### config.mk
export PLATFORM = sky130hd
export DESIGN_NAME = adc_hostif
export DESIGN_NICKNAME = d
export VERILOG_FILES = /design/src/rtl/adc_hostif_pkg.sv /design/src/rtl/adc_port_decode.sv /design/src/rtl/adc_settle_timer.sv /design/src/rtl/adc_conv_seq.sv /design/src/rtl/adc_hostif.sv
export SDC_FILE = /design/constraint.sdc
export NUM_CORES = 1
export LEC_CHECK = 0
export CAP_MARGIN = 20
export CORE_UTILIZATION = 35
export DETAILED_ROUTE_END_ITERATION = 10
export HOLD_SLACK_MARGIN = 0.08
export PLACE_DENSITY_LB_ADDON = 0.1
export SYNTH_ARGS = -nofsm -noshare
export SYNTH_HDL_FRONTEND = slang
export SYNTH_SLANG_ARGS = --single-unit
### constraint.sdc
create_clock -name clk -period 2.5 [get_ports clk]
set_input_delay 0.5 -clock clk [delete_from_list [all_inputs] [get_ports clk]]
set_output_delay 0.5 -clock clk [all_outputs]
set_load 0.01 [all_outputs]
### src/rtl/adc_hostif_pkg.sv
package adc_hostif_pkg;

   typedef enum logic [2:0] {
      SEQ_IDLE    = 3'd0,
      SEQ_SETTLE  = 3'd1,
      SEQ_STROBE  = 3'd2,
      SEQ_WAIT_HI = 3'd3,
      SEQ_WAIT_LO = 3'd4
   } seq_state_t;

   typedef enum logic [1:0] {
      WIN_CTRL = 2'd0,
      WIN_LO   = 2'd1,
      WIN_HI   = 2'd2,
      WIN_RSVD = 2'd3
   } win_off_t;

   localparam logic [7:0] RD_FLOAT = 8'hFF;
   localparam int         BUS_W    = 8;
   localparam int         WIN_W    = 2;

endpackage

### src/rtl/adc_port_decode.sv
module adc_port_decode
   import adc_hostif_pkg::*;
#(
   parameter int ADDR_W = 10,
   parameter int OFF_W  = WIN_W,
   localparam int CMP_W = ADDR_W - OFF_W
)(
   input  logic [ADDR_W-1:0] io_addr,
   input  logic [CMP_W-1:0]  base_strap,
   output logic              sel,
   output win_off_t          off
);

   generate
      if (ADDR_W <= OFF_W) begin : g_bad_width
         $error("adc_port_decode: ADDR_W must exceed OFF_W");
      end
      if (OFF_W != WIN_W) begin : g_bad_off
         $error("adc_port_decode: window offset width is fixed");
      end
   endgenerate

   logic [CMP_W-1:0] bit_eq;

   generate
      for (genvar i = 0; i < CMP_W; i++) begin : g_cmp
         assign bit_eq[i] = ~(io_addr[OFF_W+i] ^ base_strap[i]);
      end
   endgenerate

   assign sel = &bit_eq;
   assign off = win_off_t'(io_addr[OFF_W-1:0]);

endmodule

### src/rtl/adc_settle_timer.sv
module adc_settle_timer #(
   parameter int SETTLE_CYC = 300,
   localparam int CNT_W     = (SETTLE_CYC < 2) ? 1 : $clog2(SETTLE_CYC)
)(
   input  logic clk,
   input  logic rst,
   input  logic load,
   output logic expired
);

   generate
      if (SETTLE_CYC < 1) begin : g_bad_settle
         $error("adc_settle_timer: SETTLE_CYC must be at least 1");
      end
   endgenerate

   logic [CNT_W-1:0] cnt_q;
   logic             run_q;

   always_ff @(posedge clk) begin
      if (rst) begin
         cnt_q <= '0;
         run_q <= 1'b0;
      end else if (load) begin
         cnt_q <= CNT_W'(SETTLE_CYC - 1);
         run_q <= 1'b1;
      end else if (run_q) begin
         if (cnt_q == '0) run_q <= 1'b0;
         else             cnt_q <= cnt_q - 1'b1;
      end
   end

   assign expired = run_q && (cnt_q == '0);

   assert_timer_idle_zero_R3: assert property (@(posedge clk) disable iff (rst)
      expired |=> !expired)
      else $error("settle timer expiry lasted more than one cycle");

endmodule

### src/rtl/adc_conv_seq.sv
module adc_conv_seq
   import adc_hostif_pkg::*;
#(
   parameter int SETTLE_CYC = 300
)(
   input  logic clk,
   input  logic rst,
   input  logic req_settle,
   input  logic req_now,
   input  logic conv_busy,
   output logic conv_start,
   output logic busy_flag,
   output logic done
);

   seq_state_t state_q, state_d;
   logic       tmr_load, tmr_expired;

   assign tmr_load = (state_q == SEQ_IDLE) && req_settle;

   adc_settle_timer #(.SETTLE_CYC(SETTLE_CYC)) u_timer (
      .clk     (clk),
      .rst     (rst),
      .load    (tmr_load),
      .expired (tmr_expired)
   );

   always_comb begin
      state_d = state_q;
      unique case (state_q)
         SEQ_IDLE: begin
            if (req_settle)   state_d = SEQ_SETTLE;
            else if (req_now) state_d = SEQ_STROBE;
         end
         SEQ_SETTLE:  if (tmr_expired) state_d = SEQ_STROBE;
         SEQ_STROBE:  state_d = SEQ_WAIT_HI;
         SEQ_WAIT_HI: if (conv_busy)   state_d = SEQ_WAIT_LO;
         SEQ_WAIT_LO: if (!conv_busy)  state_d = SEQ_IDLE;
         default:     state_d = SEQ_IDLE;
      endcase
   end

   always_ff @(posedge clk) begin
      if (rst) state_q <= SEQ_IDLE;
      else     state_q <= state_d;
   end

   assign conv_start = (state_q == SEQ_STROBE);
   assign busy_flag  = (state_q != SEQ_IDLE);
   assign done       = (state_q == SEQ_WAIT_LO) && !conv_busy;

   assert_single_strobe_R5: assert property (@(posedge clk) disable iff (rst)
      conv_start |=> !conv_start)
      else $error("convert strobe longer than one cycle");

   assert_strobe_keeps_busy_R6: assert property (@(posedge clk) disable iff (rst)
      conv_start |=> busy_flag)
      else $error("busy flag dropped right after strobe");

endmodule

### src/rtl/adc_hostif.sv
module adc_hostif
   import adc_hostif_pkg::*;
#(
   parameter int ADDR_W     = 10,
   parameter int CH_W       = 4,
   parameter int RES_W      = 16,
   parameter int SETTLE_CYC = 300,
   localparam int CMP_W     = ADDR_W - WIN_W,
   localparam int RES_FULL  = 2 * BUS_W
)(
   input  logic              clk,
   input  logic              rst,
   input  logic [ADDR_W-1:0] io_addr,
   input  logic [7:0]        io_wdata,
   input  logic              io_rd,
   input  logic              io_wr,
   output logic [7:0]        io_rdata,
   input  logic [CMP_W-1:0]  base_strap,
   output logic [CH_W-1:0]   mux_sel,
   output logic              conv_start,
   input  logic              conv_busy,
   input  logic [RES_W-1:0]  conv_data,
   output logic              irq
);

   generate
      if (CH_W < 1 || CH_W > BUS_W - 1) begin : g_bad_ch
         $error("adc_hostif: CH_W must be 1..7");
      end
      if (RES_W < BUS_W + 1 || RES_W > RES_FULL) begin : g_bad_res
         $error("adc_hostif: RES_W must be 9..16");
      end
   endgenerate

   logic      sel;
   win_off_t  off;
   logic      wr_ch, wr_go, rd_hi;
   logic      busy_flag, done;
   logic [RES_W-1:0]    result_q;
   logic [RES_FULL-1:0] res_ext;
   logic      irq_q;
   logic [CH_W-1:0] ch_q;
   logic      unused_wbits;

   assign unused_wbits = ^io_wdata[7:CH_W];

   adc_port_decode #(.ADDR_W(ADDR_W), .OFF_W(WIN_W)) u_dec (
      .io_addr    (io_addr),
      .base_strap (base_strap),
      .sel        (sel),
      .off        (off)
   );

   assign wr_ch = io_wr && sel && (off == WIN_LO);
   assign wr_go = io_wr && sel && (off == WIN_CTRL);
   assign rd_hi = io_rd && sel && (off == WIN_HI);

   adc_conv_seq #(.SETTLE_CYC(SETTLE_CYC)) u_seq (
      .clk        (clk),
      .rst        (rst),
      .req_settle (wr_ch),
      .req_now    (wr_go),
      .conv_busy  (conv_busy),
      .conv_start (conv_start),
      .busy_flag  (busy_flag),
      .done       (done)
   );

   always_ff @(posedge clk) begin
      if (rst) begin
         ch_q     <= '0;
         result_q <= '0;
         irq_q    <= 1'b0;
      end else begin
         if (wr_ch && !busy_flag) ch_q <= io_wdata[CH_W-1:0];
         if (done) begin
            result_q <= conv_data;
            irq_q    <= 1'b1;
         end else if (rd_hi) begin
            irq_q    <= 1'b0;
         end
      end
   end

   generate
      if (RES_W == RES_FULL) begin : g_res_full
         assign res_ext = result_q;
      end else begin : g_res_pad
         assign res_ext = {{(RES_FULL - RES_W){1'b0}}, result_q};
      end
   endgenerate

   always_comb begin
      io_rdata = RD_FLOAT;
      if (sel) begin
         unique case (off)
            WIN_CTRL: io_rdata = {busy_flag, 7'b0};
            WIN_LO:   io_rdata = res_ext[BUS_W-1:0];
            WIN_HI:   io_rdata = res_ext[RES_FULL-1:BUS_W];
            default:  io_rdata = RD_FLOAT;
         endcase
      end
   end

   assign mux_sel = ch_q;
   assign irq     = irq_q;

   assert_mux_hold_R10: assert property (@(posedge clk) disable iff (rst)
      busy_flag |=> $stable(mux_sel))
      else $error("channel changed during a conversion");

   assert_irq_clear_R8: assert property (@(posedge clk) disable iff (rst)
      (rd_hi && !done) |=> !irq)
      else $error("interrupt survived high byte read");

   assert_result_flags_R7: assert property (@(posedge clk) disable iff (rst)
      !$stable(result_q) |-> irq)
      else $error("result changed without interrupt");

endmodule

Yosys cells after proc, flatten, opt, wreduce, memory -nomap -nowiden:

Cells that the tools add are included.

* output and inout bits: 14
* word-level logic and storage cells: 74
* register bits after elaboration: 34
* input port bits: 47

* bitwise logic cells: 17
* reduce and logical (&&, ||, !) cells: 22
* mux-type cells: 16
* add/sub/neg operators: 1
* equal/unequal tests: 11

Operators by type and width (count)
* $mux 9: 3
* $pmux 8 s3: 1
* $mux 3: 5
* $pmux 3 s5: 1
* $logic_and 1x1->1: 9
* $logic_not 9->1: 1
* $not 1->1: 9
* $sub 9x1->9 const B: 1
* $mux 8: 1
* $reduce_and 8->1: 1
* $xor 1x1->1: 8
* $eq 3x2->1 const B: 2
* $mux 1: 5
* $ne 2x1->1 const B: 2
* $ne 2x2->1 const B: 2
* $reduce_and 2->1: 2
* $reduce_and 4->1: 1
* $reduce_bool 2->1: 2
* $eq 3x1->1 const B: 1
* $eq 3x3->1 const B: 1
* $logic_not 3->1: 1
* $ne 3x1->1 const B: 1
* $reduce_bool 3->1: 1
* $eq 2x1->1 const B: 1
* 4 further kinds: 5

Depth between registers and ports, before layout:

* depth after elaboration: 8
* mapped depth: 7
* depth with buffers taken out: 6

Hierarchy:

A second synthesis with hierarchy kept.

* cells, all modules: 201
* area total of the unflattened synthesis: 1719.1 sq um

Modules (own cells, without submodules)
* adc_hostif: instances 1, seq. area each 420.4 sq um, cells each 106, area each 942.2 sq um
* adc_settle_timer: instances 1, seq. area each 200.2 sq um, cells each 62, area each 518.0 sq um
* adc_conv_seq: instances 1, seq. area each 60.1 sq um, cells each 20, area each 157.7 sq um
* adc_port_decode: instances 1, seq. area each 0.0 sq um, cells each 13, area each 101.3 sq um

Worst setup path before layout:

No wires, ideal clock.

* path kind: input-to-output
* start point: input port base_strap[5]
* end point: output port io_rdata[0]
* data required time: 2.000 ns
* setup slack: 0.363 ns
* path buffers: 1
* stages on the path: 5
* data arrival time: 1.637 ns
* path through: xor2_1 nor4_1 and2_1 clkbuf_1 o21ai_0

* longest elaborated chain between the ends: 4

RTL lines
* start: declaration: line adc_hostif.sv:18 `input logic [CMP_W-1:0] base_strap,`
* $xor 1x1->1: line adc_port_decode.sv:27 `assign bit_eq[i] = ~(io_addr[OFF_W+i] ^ base_strap[i]);`
* $not 1->1: line adc_port_decode.sv:27
* $reduce_and 8->1: line adc_port_decode.sv:31 `assign sel = &bit_eq;`
* $mux 8: line adc_hostif.sv:95 `if (sel) begin`
* end: declaration: line adc_hostif.sv:17 `output logic [7:0] io_rdata,`

Every way passes these cells.

Worst setup path after layout:

* start point: input port io_addr[7]
* end point: output port io_rdata[3]

* longest elaborated chain between the ends: 4

RTL lines
* start: declaration: line adc_hostif.sv:13 `input logic [ADDR_W-1:0] io_addr,`
* $xor 1x1->1: line adc_port_decode.sv:27
* $not 1->1: line adc_port_decode.sv:27
* $reduce_and 8->1: line adc_port_decode.sv:31
* $mux 8: line adc_hostif.sv:95

Every way passes these cells.

==> summary.md <==
| Metric | Value |
|---|---|
| Critical Path AT | 1.92 ns |
| Vias per cell | 4.81 |
| Die area | 5380 sq um |
| Layout area overhead | 47.0% |
| Hold Path Sink | res_ext[14]$_SDFFE_PP0P_ |
| Fin area | 2620 sq um |
| Clock skew | 0.00699 ns |
| H-tree depth | 2 |
| Mapped Nets | 269 |
| Most frequent cell after synthesis | nand2_1 |
| Reg2reg path depth | 5 |
| Largest buffer count on any clock path | 2 |
| Post-DP HPWL | 3.05 mm |
| HP Start | res_ext[14]$_SDFFE_PP0P_ |
| Async S/R FF share, synth | 0% |
| Root Driver | clkbuf_8 |
| Yosys warnings | 0 |
| Unrepaired setup endpoints after global routing | no |
| Fin cells | 353 |
| Vias in the first global route | 1541 |
| Gp weighted congestion | 0.787 |
| Sw Ratio | between 20% and 30% |
| R2R Path End | u_seq.state_q[0]$_SDFFE_PP0P_ |
| Area after DPL | 2490 sq um |
| Post-synth EDFFs | 0 |
| First DRT Iteration DRCs | 83 |
| Min cycle time layout | 2.42 ns |
| Share of cells above drive strength 1 | ~15% |
| Post-synth top area share | a little under two fifths |
| Top cells by area, synth | dfxtp_1, a21oi_1, nand2_1 |
| Clk sink count | 34 |
| Grt ovf | 0 |
| Final Util | 54.4% |
| Final wirelength | 4.46 mm |
| Req. time, crit path | 2.00 ns |
| Min-delay worst type | reg2reg |
| Run status | completed |
| Antenna Nets Post-Route | 0 |
| DIE WIDTH | 73.4 microns |
| Placeable core area | 4820 sq um |
| Most instantiated cells after synthesis | nand2_1, dfxtp_1, a21oi_1 |
| Mean post-synth cell area | 8.10 sq um |
| Synth Flop Type | dfxtp_1 |
| Pleak | 0.957 nW |
| Max-cap check violation count | 0 |
| Worst slew pin tran | between 0.6 and 0.7 ns |
| Post-Synthesis Cell Area | 1780 sq um |
| Avg WL per Cell | 12.6 microns |
| Total Power Consumption | between 1 and 1.5 mW |
| Syn Inst Count | 220 |
| Number of fillers in the final layout | 499 |
| Hold Fails Final Rpt | 0 |
| Post-synthesis cell type count | 43 |
| Endpoints failing setup | 0 |
| Final period utilization | 96.7% |
| Post-synthesis sequential area ratio | a little under two fifths |
| Clk pwr share | 47.5% |
| Vias | between 1500 and 2000 |
| Antenna diodes | 0 |
| Share of power burned in registers | a little over two fifths |
| CTS tree | built |
| Top-level I/O count | just over 60 |
| Hold Path Depth | 2 |
| Internal Power | 1.03 mW |
| Crit. End Element | output port |
| Max Clock Freq | 414 MHz |
| Setup TNS | 0 ns |
| Clk_lat worst skew | 0.29 ns |
| Total CTS buffers | 5 |
| Starting Density | 37.0% |
| Die height | 73.4 microns |
| Worst setup path class | in2out |
| Worst ir drop on vdd | between 200 and 300 uV |
| CP Max Fanout | 5 |
| PortBufs | 56 |
| FF+latch count, synth | 34 |
| Largest net degree at the start of global routing | 26 |
| Combinational share of power | a little over a tenth |
| Slew Viols, Final | 0 |
| Rel. slew slack | 54.5% |
| Initial antenna violation count | 0 |
| Startpoint Class | input pin |
| Cell Rows | 25 |
| Clock slew seen by the registers of the worst setup and hold paths | 0.07 ns |
| Gr usage total | 16.8% |
| Synth area leader | dfxtp_1 |
| First-pass GRT wire length | around 7 mm |
| RR Startpoint | u_seq.state_q[1]$_SDFFE_PP0P_ |
| First-pass iteration count of the detailed router | 4 |
| Switching pwr | about 0.26 mW |
| Placed Cells | 341 |
| Final #Nets | 334 |
| Number of remaining DRC errors | 0 |
| Power Dens Cells | 493 nW/um^2 |
| R2R setup slack | 0.60 ns |
cell usage in the layout, fill, tap and decap left out, drive strengths merged, types with 2 or more instances in the layout:
master	synthesis	layout
o211ai	3	3
a21oi	29	29
mux2i	4	4
ha	2	2
o2111ai	2	2
nor2	14	14
nor2b	2	2
xor2	13	13
nor3	7	7
and2	1	2
bufinv	0	2
a31oi	2	2
inv	3	3
nand2b	12	12
o22ai	2	2
or3	2	2
nand2	35	35
nand3	3	3
nand3b	4	4
clkbuf	11	5
clkdlybuf4s50	0	48
buf	5	25
o21ai	7	7
dfxtp	34	34
nor4	3	3
mux2	2	2
nor3b	4	4
worst max-delay path, cell delays in order:
cell	delay [ns]
clkdlybuf4s50_1	0.41
xor2_1	0.18
nor4_2	0.26
buf_4	0.16
and2_4	0.17
o21ai_1	0.09
buf_2	0.15
registers in the layout, summed over array words and instances, names as in the netlist:
register and cells:
u_seq.state_q 3, mux_sel 4, u_seq.u_timer.run_q 1, res_ext 16
irq 1, u_seq.u_timer.cnt_q 9
worst max-delay path by stage:
stage / from / endpoint / cells past startpoint
after global placement: base_strap[5] / io_rdata[3] / 7
final: io_addr[7] / io_rdata[3] / 7
after CTS: base_strap[1] / io_rdata[6] / 7
after floorplan: base_strap[5] / io_rdata[0] / 5
after detailed placement: base_strap[5] / io_rdata[3] / 7
after global routing: io_addr[7] / io_rdata[0] / 7
cells by family after synthesis:
family	after synthesis	share of synthesized area [%]
compound gates	53	18.6
xor+xnor	14	6.88
fa+ha+maj	2	1.40
buf+inv	19	5.20
flops	34	38.2
mux	6	3.51
simple gates	92	26.2
final cells by class:
type                    instances  area (sq um)  share of cell area, %
clock buffers                   5          68.8                   2.63
inverters                       3          11.3                  0.430
clock inverters                 3          68.8                   2.63
repair buffers                 73           673                   25.7
multi-input cells             168          1030                   39.4
flip-flops and latches         34           681                   26.0
well taps                      67          83.8                   3.20
routing by layer:
metal | part of all wire (%) | routed length (microns) | up-vias | global-route usage (%)
met4 | 0.54 | 24 | 0 | 5.77
met1 | 47 | 2110 | 771 | 21.1
li1 | - | - | 887 | -
met3 | 4.1 | 184 | 2 | 4.53
met2 | 48 | 2140 | 37 | 27.9
met5 | 0 | 0 | - | 0
power groups by stage:
stage	Combinational (mW)	Sequential, mW	Clock [mW]
after floorplan	0.0395	0.554	0
final	0.136	0.541	0.614
after global routing	0.148	0.541	0.653
after global placement	0.129	0.554	0
after detailed placement	0.129	0.554	0
after CTS	0.134	0.541	0.626
metrics by stage:
step | setup slack [ns] | hold WS, ns
2_1_floorplan | 0.363 | 0.433
4_1_cts | 0.000530 | 0.460
3_5_place_dp | -0.451 | 0.450
5_1_grt | 0.0385 | 0.483
3_3_place_gp | -0.438 | 0.444
6_report | 0.0836 | 0.458
what timing repair did:
item,CTS,global route
hold buffers,0,0
pin swaps,2,4
resized for setup,38,5
cloned,0,1
buffers inserted,1,3
endpoints found under the setup margin,8,8
(Power assumes the default switching activity.)
